File: config.mk
export PLATFORM = sky130hd
export DESIGN_NAME = clkdiv_pair
export DESIGN_NICKNAME = d
export VERILOG_FILES = /design/src/rtl/clkdiv_pkg.sv /design/src/rtl/clkdiv_regs.sv /design/src/rtl/clkdiv_phase.sv /design/src/rtl/clkdiv_gate.sv /design/src/rtl/clkdiv_pair.sv
export SDC_FILE = /design/constraint.sdc
export NUM_CORES = 1
export LEC_CHECK = 0
export BUFFER_PORTS_ARGS = -buffer_cell sky130_fd_sc_hd__buf_2
export CORE_ASPECT_RATIO = 0.8
export CORE_UTILIZATION = 45
export CTS_CLUSTER_SIZE = 20
export DETAILED_ROUTE_END_ITERATION = 10
export GPL_TIMING_DRIVEN = 0
export PLACE_DENSITY = 0.75
export SYNTH_ARGS = -nofsm -noshare
export SYNTH_HDL_FRONTEND = slang
export SYNTH_SLANG_ARGS = --single-unit
File: constraint.sdc
create_clock -name clk -period 1.6 [get_ports clk]
set_input_delay 0.16 -clock clk [delete_from_list [all_inputs] [get_ports clk]]
set_output_delay 0.16 -clock clk [all_outputs]
set_load 0.005 [all_outputs]
File: src/rtl/clkdiv_pkg.sv
// Shared field positions, widths and ratio helpers for the two-stage divider.
// Assumes prescaler codes 0..PRE_CODE_MAX and final-stage codes 0..1.
package clkdiv_pkg;
    localparam int CTRL_W        = 16;
    localparam int ADDR_W        = 1;
    localparam int PRE_LSB       = 2;
    localparam int PRE_W         = 3;
    localparam int FIN_LSB       = 0;
    localparam int FIN_W         = 2;
    localparam int STOP_MAIN_BIT = 8;
    localparam int STOP_COMP_BIT = 9;
    localparam int PRE_CODE_MAX  = 4;
    localparam int COMP_PRE_MAX  = 1;
    localparam int FIN_CODE_MAX  = 1;
    localparam int HALF_W        = PRE_CODE_MAX + 2;
    localparam int RATIO_W       = HALF_W + 1;
    localparam int STAT_ERR_BIT  = RATIO_W;
    localparam int STAT_EN_BIT   = RATIO_W + 1;
    localparam logic [ADDR_W-1:0] ADDR_CTRL = '0;
    localparam logic [ADDR_W-1:0] ADDR_STAT = ADDR_W'(1);
    localparam logic [CTRL_W-1:0] CTRL_RST  = 16'h0301;

    // Legal encodings: prescaler code in range, final code 0 or 1.
    function automatic logic code_legal(input logic [PRE_W-1:0] pre,
                                        input logic [FIN_W-1:0] fin);
        return (int'(pre) <= PRE_CODE_MAX) && (int'(fin) <= FIN_CODE_MAX);
    endfunction

    // Half of the overall ratio, in input cycles.
    function automatic logic [HALF_W-1:0] half_of(input logic [PRE_W-1:0] pre,
                                                  input logic [FIN_W-1:0] fin);
        logic [HALF_W-1:0] h;
        h = HALF_W'(1) << pre;
        if (fin[0]) h = h << 1;
        return h;
    endfunction

    localparam logic [HALF_W-1:0] HALF_RST =
        half_of(CTRL_RST[PRE_LSB +: PRE_W], CTRL_RST[FIN_LSB +: FIN_W]);
endpackage

File: src/rtl/clkdiv_regs.sv
// Control and status words. Rejects writes with unsupported divide encodings
// and latches a sticky error flag. Assumes a single-cycle write strobe.
module clkdiv_regs
    import clkdiv_pkg::*;
(
    input  logic              clk,
    input  logic              rst_n,
    input  logic              wr_en,
    input  logic [ADDR_W-1:0] addr,
    input  logic [CTRL_W-1:0] wdata,
    output logic [CTRL_W-1:0] rdata,
    output logic [PRE_W-1:0]  pre_o,
    output logic [FIN_W-1:0]  fin_o,
    output logic              stop_main_o,
    output logic              stop_comp_o
);
    logic [CTRL_W-1:0] ctrl_q;
    logic              err_q;
    logic              wr_ctrl;
    logic              wr_ok;
    logic [CTRL_W-1:0] stat_w;

    assign wr_ctrl = wr_en && (addr == ADDR_CTRL);
    assign wr_ok   = code_legal(wdata[PRE_LSB +: PRE_W], wdata[FIN_LSB +: FIN_W]);

    // Store a legal control word or flag an illegal one.
    always_ff @(posedge clk) begin
        if (!rst_n) begin
            ctrl_q <= CTRL_RST;
            err_q  <= 1'b0;
        end else if (wr_ctrl) begin
            if (wr_ok) ctrl_q <= wdata;
            else       err_q  <= 1'b1;
        end
    end

    assign pre_o       = ctrl_q[PRE_LSB +: PRE_W];
    assign fin_o       = ctrl_q[FIN_LSB +: FIN_W];
    assign stop_main_o = ctrl_q[STOP_MAIN_BIT];
    assign stop_comp_o = ctrl_q[STOP_COMP_BIT];

    // Assemble the read-only status word.
    always_comb begin
        stat_w = '0;
        stat_w[RATIO_W-1:0] = RATIO_W'(half_of(pre_o, fin_o)) << 1;
        stat_w[STAT_ERR_BIT] = err_q;
        stat_w[STAT_EN_BIT]  = !stop_main_o && !stop_comp_o;
    end

    // Read mux.
    assign rdata = (addr == ADDR_CTRL) ? ctrl_q : stat_w;

    p_fields_legal_r5: assert property (@(posedge clk) disable iff (!rst_n)
        code_legal(pre_o, fin_o));
    p_err_sticky_r5: assert property (@(posedge clk) disable iff (!rst_n)
        err_q |=> err_q);
    p_reject_keeps_r5: assert property (@(posedge clk) disable iff (!rst_n)
        (wr_ctrl && !wr_ok) |=> $stable(ctrl_q));
    p_stat_ignored_r9: assert property (@(posedge clk) disable iff (!rst_n)
        (wr_en && addr == ADDR_STAT) |=> $stable(ctrl_q));
endmodule

File: src/rtl/clkdiv_phase.sv
// Half-period counter producing the free-running main and companion phases.
// A pending half ratio is adopted only when the main phase rises.
module clkdiv_phase
    import clkdiv_pkg::*;
(
    input  logic              clk,
    input  logic              rst_n,
    input  logic [HALF_W-1:0] pend_half_i,
    output logic              ph_main_o,
    output logic              ph_comp_o
);
    logic [HALF_W-1:0] cnt_q;
    logic [HALF_W-1:0] act_half_q;
    logic              last_w;
    logic              rise_w;

    assign last_w = (cnt_q == act_half_q - HALF_W'(1));
    assign rise_w = last_w && !ph_main_o;

    // Count half periods, toggle phases, adopt new ratio at a rise.
    always_ff @(posedge clk) begin
        if (!rst_n) begin
            cnt_q      <= '0;
            act_half_q <= HALF_RST;
            ph_main_o  <= 1'b0;
            ph_comp_o  <= 1'b0;
        end else if (last_w) begin
            cnt_q     <= '0;
            ph_main_o <= !ph_main_o;
            if (rise_w) begin
                act_half_q <= pend_half_i;
                ph_comp_o  <= !ph_comp_o;
            end
        end else begin
            cnt_q <= cnt_q + HALF_W'(1);
        end
    end

    p_cnt_bound_r2: assert property (@(posedge clk) disable iff (!rst_n)
        cnt_q < act_half_q);
    p_ratio_at_rise_r7: assert property (@(posedge clk) disable iff (!rst_n)
        !$stable(act_half_q) |-> $rose(ph_main_o));
    p_comp_on_rise_r3: assert property (@(posedge clk) disable iff (!rst_n)
        !$stable(ph_comp_o) |-> $rose(ph_main_o));
endmodule

File: src/rtl/clkdiv_gate.sv
// Glitch-free gate: samples the run request only while the phase is low and
// registers the gated output, so high pulses are always whole.
module clkdiv_gate (
    input  logic clk,
    input  logic rst_n,
    input  logic phase_i,
    input  logic run_i,
    output logic clk_o
);
    logic en_q;

    // Freeze enable during high phases; register gated output.
    always_ff @(posedge clk) begin
        if (!rst_n) begin
            en_q  <= 1'b0;
            clk_o <= 1'b0;
        end else begin
            clk_o <= phase_i && en_q;
            if (!phase_i) en_q <= run_i;
        end
    end

    p_rise_whole_r6: assert property (@(posedge clk) disable iff (!rst_n)
        $rose(clk_o) |-> $past(phase_i));
    p_fall_whole_r6: assert property (@(posedge clk) disable iff (!rst_n)
        $fell(clk_o) |-> !$past(phase_i));
endmodule

File: src/rtl/clkdiv_pair.sv
// Top: register block, phase generator and one gate per output.
// Assumes all logic runs in the input clock domain.
module clkdiv_pair
    import clkdiv_pkg::*;
(
    input  logic              clk,
    input  logic              rst_n,
    input  logic              bus_wr,
    input  logic [ADDR_W-1:0] bus_addr,
    input  logic [CTRL_W-1:0] bus_wdata,
    output logic [CTRL_W-1:0] bus_rdata,
    output logic              clk_main_o,
    output logic              clk_comp_o
);
    logic [PRE_W-1:0] pre_w;
    logic [FIN_W-1:0] fin_w;
    logic             stop_main_w;
    logic             stop_comp_w;
    logic             ph_main_w;
    logic             ph_comp_w;
    logic             run_comp_w;

    clkdiv_regs u_regs (
        .clk(clk), .rst_n(rst_n), .wr_en(bus_wr), .addr(bus_addr),
        .wdata(bus_wdata), .rdata(bus_rdata), .pre_o(pre_w), .fin_o(fin_w),
        .stop_main_o(stop_main_w), .stop_comp_o(stop_comp_w)
    );

    clkdiv_phase u_phase (
        .clk(clk), .rst_n(rst_n), .pend_half_i(half_of(pre_w, fin_w)),
        .ph_main_o(ph_main_w), .ph_comp_o(ph_comp_w)
    );

    // Companion may run only at the two fastest prescaler settings.
    assign run_comp_w = !stop_comp_w && (int'(pre_w) <= COMP_PRE_MAX);

    clkdiv_gate u_gate_main (
        .clk(clk), .rst_n(rst_n), .phase_i(ph_main_w),
        .run_i(!stop_main_w), .clk_o(clk_main_o)
    );

    clkdiv_gate u_gate_comp (
        .clk(clk), .rst_n(rst_n), .phase_i(ph_comp_w),
        .run_i(run_comp_w), .clk_o(clk_comp_o)
    );
endmodule

# [Yosys cells after proc, flatten, opt, wreduce, memory -nomap -nowiden]
# Index checks and enable logic that the tools add are counted.
[op_classes] bitwise_logic=3 shift=1 muxes=2 n_eq_ne=1 n_addsub=2 magnitude_cmp=3 n_reduce_logical=15
[op_table] cell="2-to-1 mux 16 bit" count=1
[op_table] cell="logical AND 1 bit" count=7
[op_table] cell="adder 6 x 1 -> 6 bit, second input constant" count=1
[op_table] cell="equality test 6 bit" count=1
[op_table] cell="2-to-1 mux 6 bit" count=1
[op_table] cell="AND reduction 2 bit" count=3
[op_table] cell="left shift 1 x 3 -> 6 bit, first input constant" count=1
[op_table] cell="subtractor 6 x 1 -> 6 bit, second input constant" count=1
[op_table] cell="zero test 1 bit" count=4
[op_table] cell="less-or-equal comparator 3 x 1 -> 1 bit, second input constant" count=1
[op_table] cell="less-or-equal comparator 3 bit, second input constant" count=1
[op_table] cell="NOT 1 bit" count=3
[op_table] cell="less-or-equal comparator 2 x 1 -> 1 bit, second input constant" count=1
[op_table] cell="OR reduction 2 bit" count=1
[word_totals] regBits=35 wordCells=37

# [Longest topological paths before layout]
[depth] word_depth=4 ltp_mapped=7

# [Hierarchy]
# Synthesis repeated with hierarchy kept, for this count alone.
[unflattened] hier_cells=223 hier_area_um2=1875.5
[by_module_without_submodules] module="clkdiv_regs" n_inst=1 area_each_um2=964.7 seq_area_each_um2=340.3 cells_per_inst=120
[by_module_without_submodules] module="clkdiv_phase" n_inst=1 area_each_um2=699.4 seq_area_each_um2=280.3 cells_per_inst=80
[by_module_without_submodules] module="clkdiv_gate" n_inst=2 area_each_um2=63.8 seq_area_each_um2=40.0 cells_per_inst=5
[by_module_without_submodules] module="clkdiv_pair" n_inst=1 area_each_um2=83.8 seq_area_each_um2=0.0 cells_per_inst=13

# [Worst setup path after synthesis]
# OpenSTA, ideal clock, no wires.
[synth_path] kind="flip-flop to flip-flop" from="register u_phase.act_half_q[0]" to="register u_phase.ph_comp_o" stages_incl_launch_ff=8 arrival_ns=1.716 setup_ns=0.071 slack_ns=-0.187 required_ns=1.529 n_path_buf=0 cell_sequence="dfxtp_1 inv_1 ha_1 xnor2_1 nor3_1 o211ai_2 or3_1 a21oi_1"
[synth_via] elab_chain_cells=4
[synth_rtl] item="start, declared" line="clkdiv_phase.sv:13" rtl="logic [HALF_W-1:0] act_half_q;"
[synth_rtl] item="start signal, assigned" line="clkdiv_phase.sv:31" rtl="act_half_q <= pend_half_i;"
[synth_rtl] item="subtractor 6 x 1 -> 6 bit *" line="clkdiv_phase.sv:17" rtl="assign last_w = (cnt_q == act_half_q - HALF_W'(1));"
[synth_rtl] item="equality test 6 bit *" line="clkdiv_phase.sv:17"
[synth_rtl] item="logical AND 1 bit" line="clkdiv_phase.sv:18" rtl="assign rise_w = last_w && !ph_main_o;"
[synth_rtl] item="AND reduction 2 bit (no line) *"
[synth_rtl] item="end signal, assigned" line="clkdiv_phase.sv:32" rtl="ph_comp_o <= !ph_comp_o;"
[synth_rtl] item="end, declared" line="clkdiv_phase.sv:10" rtl="output logic ph_comp_o"
# Mark *: on every way between the ends. The rest lies on a longest branch, timed or not.
# A chain may end at the register's enable or synchronous reset.

# [Final worst setup path]
[layout_path] from="register u_phase.act_half_q[1]" to="register u_phase.act_half_q[2]"
[layout_via] elab_chain_cells=4
[layout_rtl] item="subtractor 6 x 1 -> 6 bit *" line="clkdiv_phase.sv:17"
[layout_rtl] item="equality test 6 bit *" line="clkdiv_phase.sv:17"
[layout_rtl] item="logical AND 1 bit" line="clkdiv_phase.sv:18"
[layout_rtl] item="AND reduction 2 bit (no line) *"
# Marked as above.

==> run metrics <==
outcome=complete, but fails checks; failing checks=setup timing; CTS tree=built; LEAKAGE=approximately 0.93 nW; DR iter-0 viols=90; ys async rst share=0; Final Slew Violations=0; slowest stage delay, CP=between 300 and 400 ps; Synth top cells by count=dfxtp_1, nor2_1, mux2i_1, a21oi_1, nand2_1; overall power=between 3 and 4 mW; Yosys reg bits=35; post-place setup slack=-153 ps; Max VDD drop=between 0.0007 and 0.0008 V; Tot GR Track Use=0.204; RSZ-0062 raised after global routing=yes; chip height=56.9 µm; crit path capture type=flop; maxcap violations=0; global-route wire length before repair=6370 µm; crit start category=flop; EDFF count, synth=0; H-tree Lvls=2; Mapped Cells=195; Worst Path Arrival=1930 ps; dpl cells=between 200 and 300; via count=1514; vias per cell=approximately 5.3; HPWL after DPL=roughly 2600 µm; Top Ports=38; Area Overhead vs Synth=36.7%; Post-Syn Area per Cell=8.70 µm²; Final nets=between 200 and 300; most frequent cell after synthesis=dfxtp_1; DRC Markers=0; GPL Wtd Cong=0.791; family with the most delay on the worst path=compound AO/OA/AOI/OAI gates; FMAX=roughly 580 MHz; final wirelength=3950 µm; Rows=19; final setup fails=14; clk_lat worst skew=290 ps; Std-Cell Core Area=0.00352 mm²; Synthesized Nets=around 220; Worst Skew=9.94 ps; Synth cell types=40; worst slew pin tran=527 ps; Reg2Reg Setup Slack=-120 ps; required time of the critical path=about 1800 ps; pwr/cell area=1350 mW/mm²; area occupied by multi-input gates=0.00111 mm²; CTS Hold Bufs=0; largest fanout on the critical path=5; largest net degree at the start of global routing=13; CP Class=flop to flop; CTS root buffer=clkbuf_8; full die area=0.00402 mm²; Synth Flop Type=dfxtp_1; Port Buffers=36; First-pass DRT Iterations=4; slowest CP cell=dfxtp_4; Syn. warnings=0; die outline width=70.7 µm; crit path cell chain=inv_2, ha_4, and2_4, a211o_4, a32oi_4, o21ai_1, a21oi_1; Worst Slack Setup Final=-120 ps; fill cell count=between 200 and 300; Final Hold Viols=0; FF/Latch Area=714 µm²; clock sink count=35; fin crit period=1720 ps; share of the synthesized area in the top cell type=0.413; initial antenna violation count=0; cell area after synthesis=0.00170 mm²; layout cells sized above 1=0.385; Final Util=0.659; Buf/Inv on CP=1; Tcrit/Tclk final=1.08; vias in the first global route=1410; main area contributors after synthesis=dfxtp_1, mux2i_1, nor2_1; antenna cell count=0; biggest area consumer among synthesized cells=dfxtp_1; Min-Delay Path Class=primary input to flop; final cell count without fillers=286; Antenna Nets Post-Route=0; Starting Density=0.482; grt ovf=0; sequential fraction of the synthesis area=0.413; Reg clk slew, reported paths=70 ps; WL/cell=13.8 µm; clock tree buffer depth=2; TritonCTS buffer count=5; relative slew slack=0.649
==> layer usage <==
layer / routed length, µm / GRT usage / vias up
li1: - / - / 771
met1: 1940 / 0.292 / 695
met2: 1750 / 0.294 / 43
met3: 217 / 0.0467 / 5
met4: 44 / 0.0914 / 0
met5: 0 / 0 / -
==> worst register-to-register path: stages, from the launching register on <==
cell and delay [ps]:
dfxtp_4 360, inv_2 40, ha_4 160, and2_4 160, a211o_4 360, a32oi_4 320, o21ai_1 110, a21oi_1 140
==> flip-flops by register name, indices dropped and copies added (netlist names) <==
| register | cells |
|---|---|
| u_phase.ph_comp_o | 1 |
| u_gate_comp.en_q | 1 |
| u_gate_comp.clk_o | 1 |
| u_gate_main.en_q | 1 |
| u_phase.ph_main_o | 1 |
| u_gate_main.clk_o | 1 |
| u_phase.cnt_q | 6 |
| u_regs.ctrl_q | 16 |
| u_phase.act_half_q | 6 |
| u_regs.err_q | 1 |
==> power breakdown <==
part / switching (mW) / total [mW] / internal [mW] / leakage, nW
combinational: 0.592 / 1.12 / 0.526 / 0.577
sequential: 0.107 / 1.06 / 0.957 / 0.286
clock: 0.317 / 0.938 / 0.621 / 0.0644
total: 1.02 / 3.12 / 2.10 / 0.926
==> placed cells by master, fill, tap and decap left out, types with 2 or more instances in the layout <==
master	Yosys	final
o31ai_1	2	2
a32oi_4	1	2
buf_4	1	7
mux2_2	4	4
o211ai_1	4	4
a21oi_1	10	7
dfxtp_4	0	3
dfxtp_2	0	2
a21oi_2	1	4
bufinv_16	0	2
clkbuf_1	7	4
nand2_1	10	9
inv_1	6	3
and3_1	2	2
o21ai_0	9	3
dfxtp_1	35	30
nor3_4	0	2
o21ai_2	1	2
nor2b_1	8	8
xnor2_1	7	4
nor2_1	32	30
nor2_4	0	2
nand3_1	9	9
clkbuf_8	0	5
o21ai_1	1	5
xor2_1	5	4
inv_2	0	3
buf_2	1	37
mux2i_1	15	15
buf_6	0	2
xnor2_2	0	2
==> cell families (layout without fill, tap and decap cells) <==
group	after synthesis	in the layout	synth area share
AND/OR/NAND/NOR	75	75	0.209
AO/OA/AOI/OAI	35	36	0.145
flip-flops	35	35	0.413
multiplexers	19	19	0.115
buffers and inverters	17	65	0.0413
XOR/XNOR	12	12	0.0619
adder cells (fa/ha/maj)	2	2	0.0147
==> worst paths after layout <==
| kind | start | endpoint | depth (start not counted) |
|---|---|---|---|
| worst max-delay path | u_phase.act_half_q[1] | u_phase.act_half_q[2] | 7 |
| worst min-delay path | bus_wdata[0] | u_regs.ctrl_q[0] | 3 |
| worst max register to register | u_phase.act_half_q[1] | u_phase.act_half_q[2] | 7 |
| worst min register to register | u_regs.ctrl_q[1] | u_regs.ctrl_q[1] | 2 |
==> cell type report <==
cell class,instances,area share
multi-input combinational,144,0.481
sequential,35,0.308
timing repair buffer,43,0.102
clock buffer,5,0.0297
clock inverter,3,0.0291
tap,42,0.0227
buffer,8,0.0183
inverter,6,0.00971
==> stage by stage <==
stage                     instance area, µm²  TNS (ps)  hold slack [ps]
after floorplan                         1730         0              288
after global placement                  1960     -1550              381
after detailed placement                1960     -1800              382
after CTS                               2190      -938             80.8
final                                   2320     -1350             81.1
after global routing                    2320     -2490             96.2
==> what timing repair did <==
| action | 4_1_cts | 5_1_grt |
|---|---|---|
| endpoints found under the setup margin | 18 | 19 |
| pin swaps | 22 | 9 |
| setup buffers | 5 | 2 |
| gates resized for setup | 16 | 26 |
| cloned | 1 | 0 |
Power figures use the tool's default switching activity.
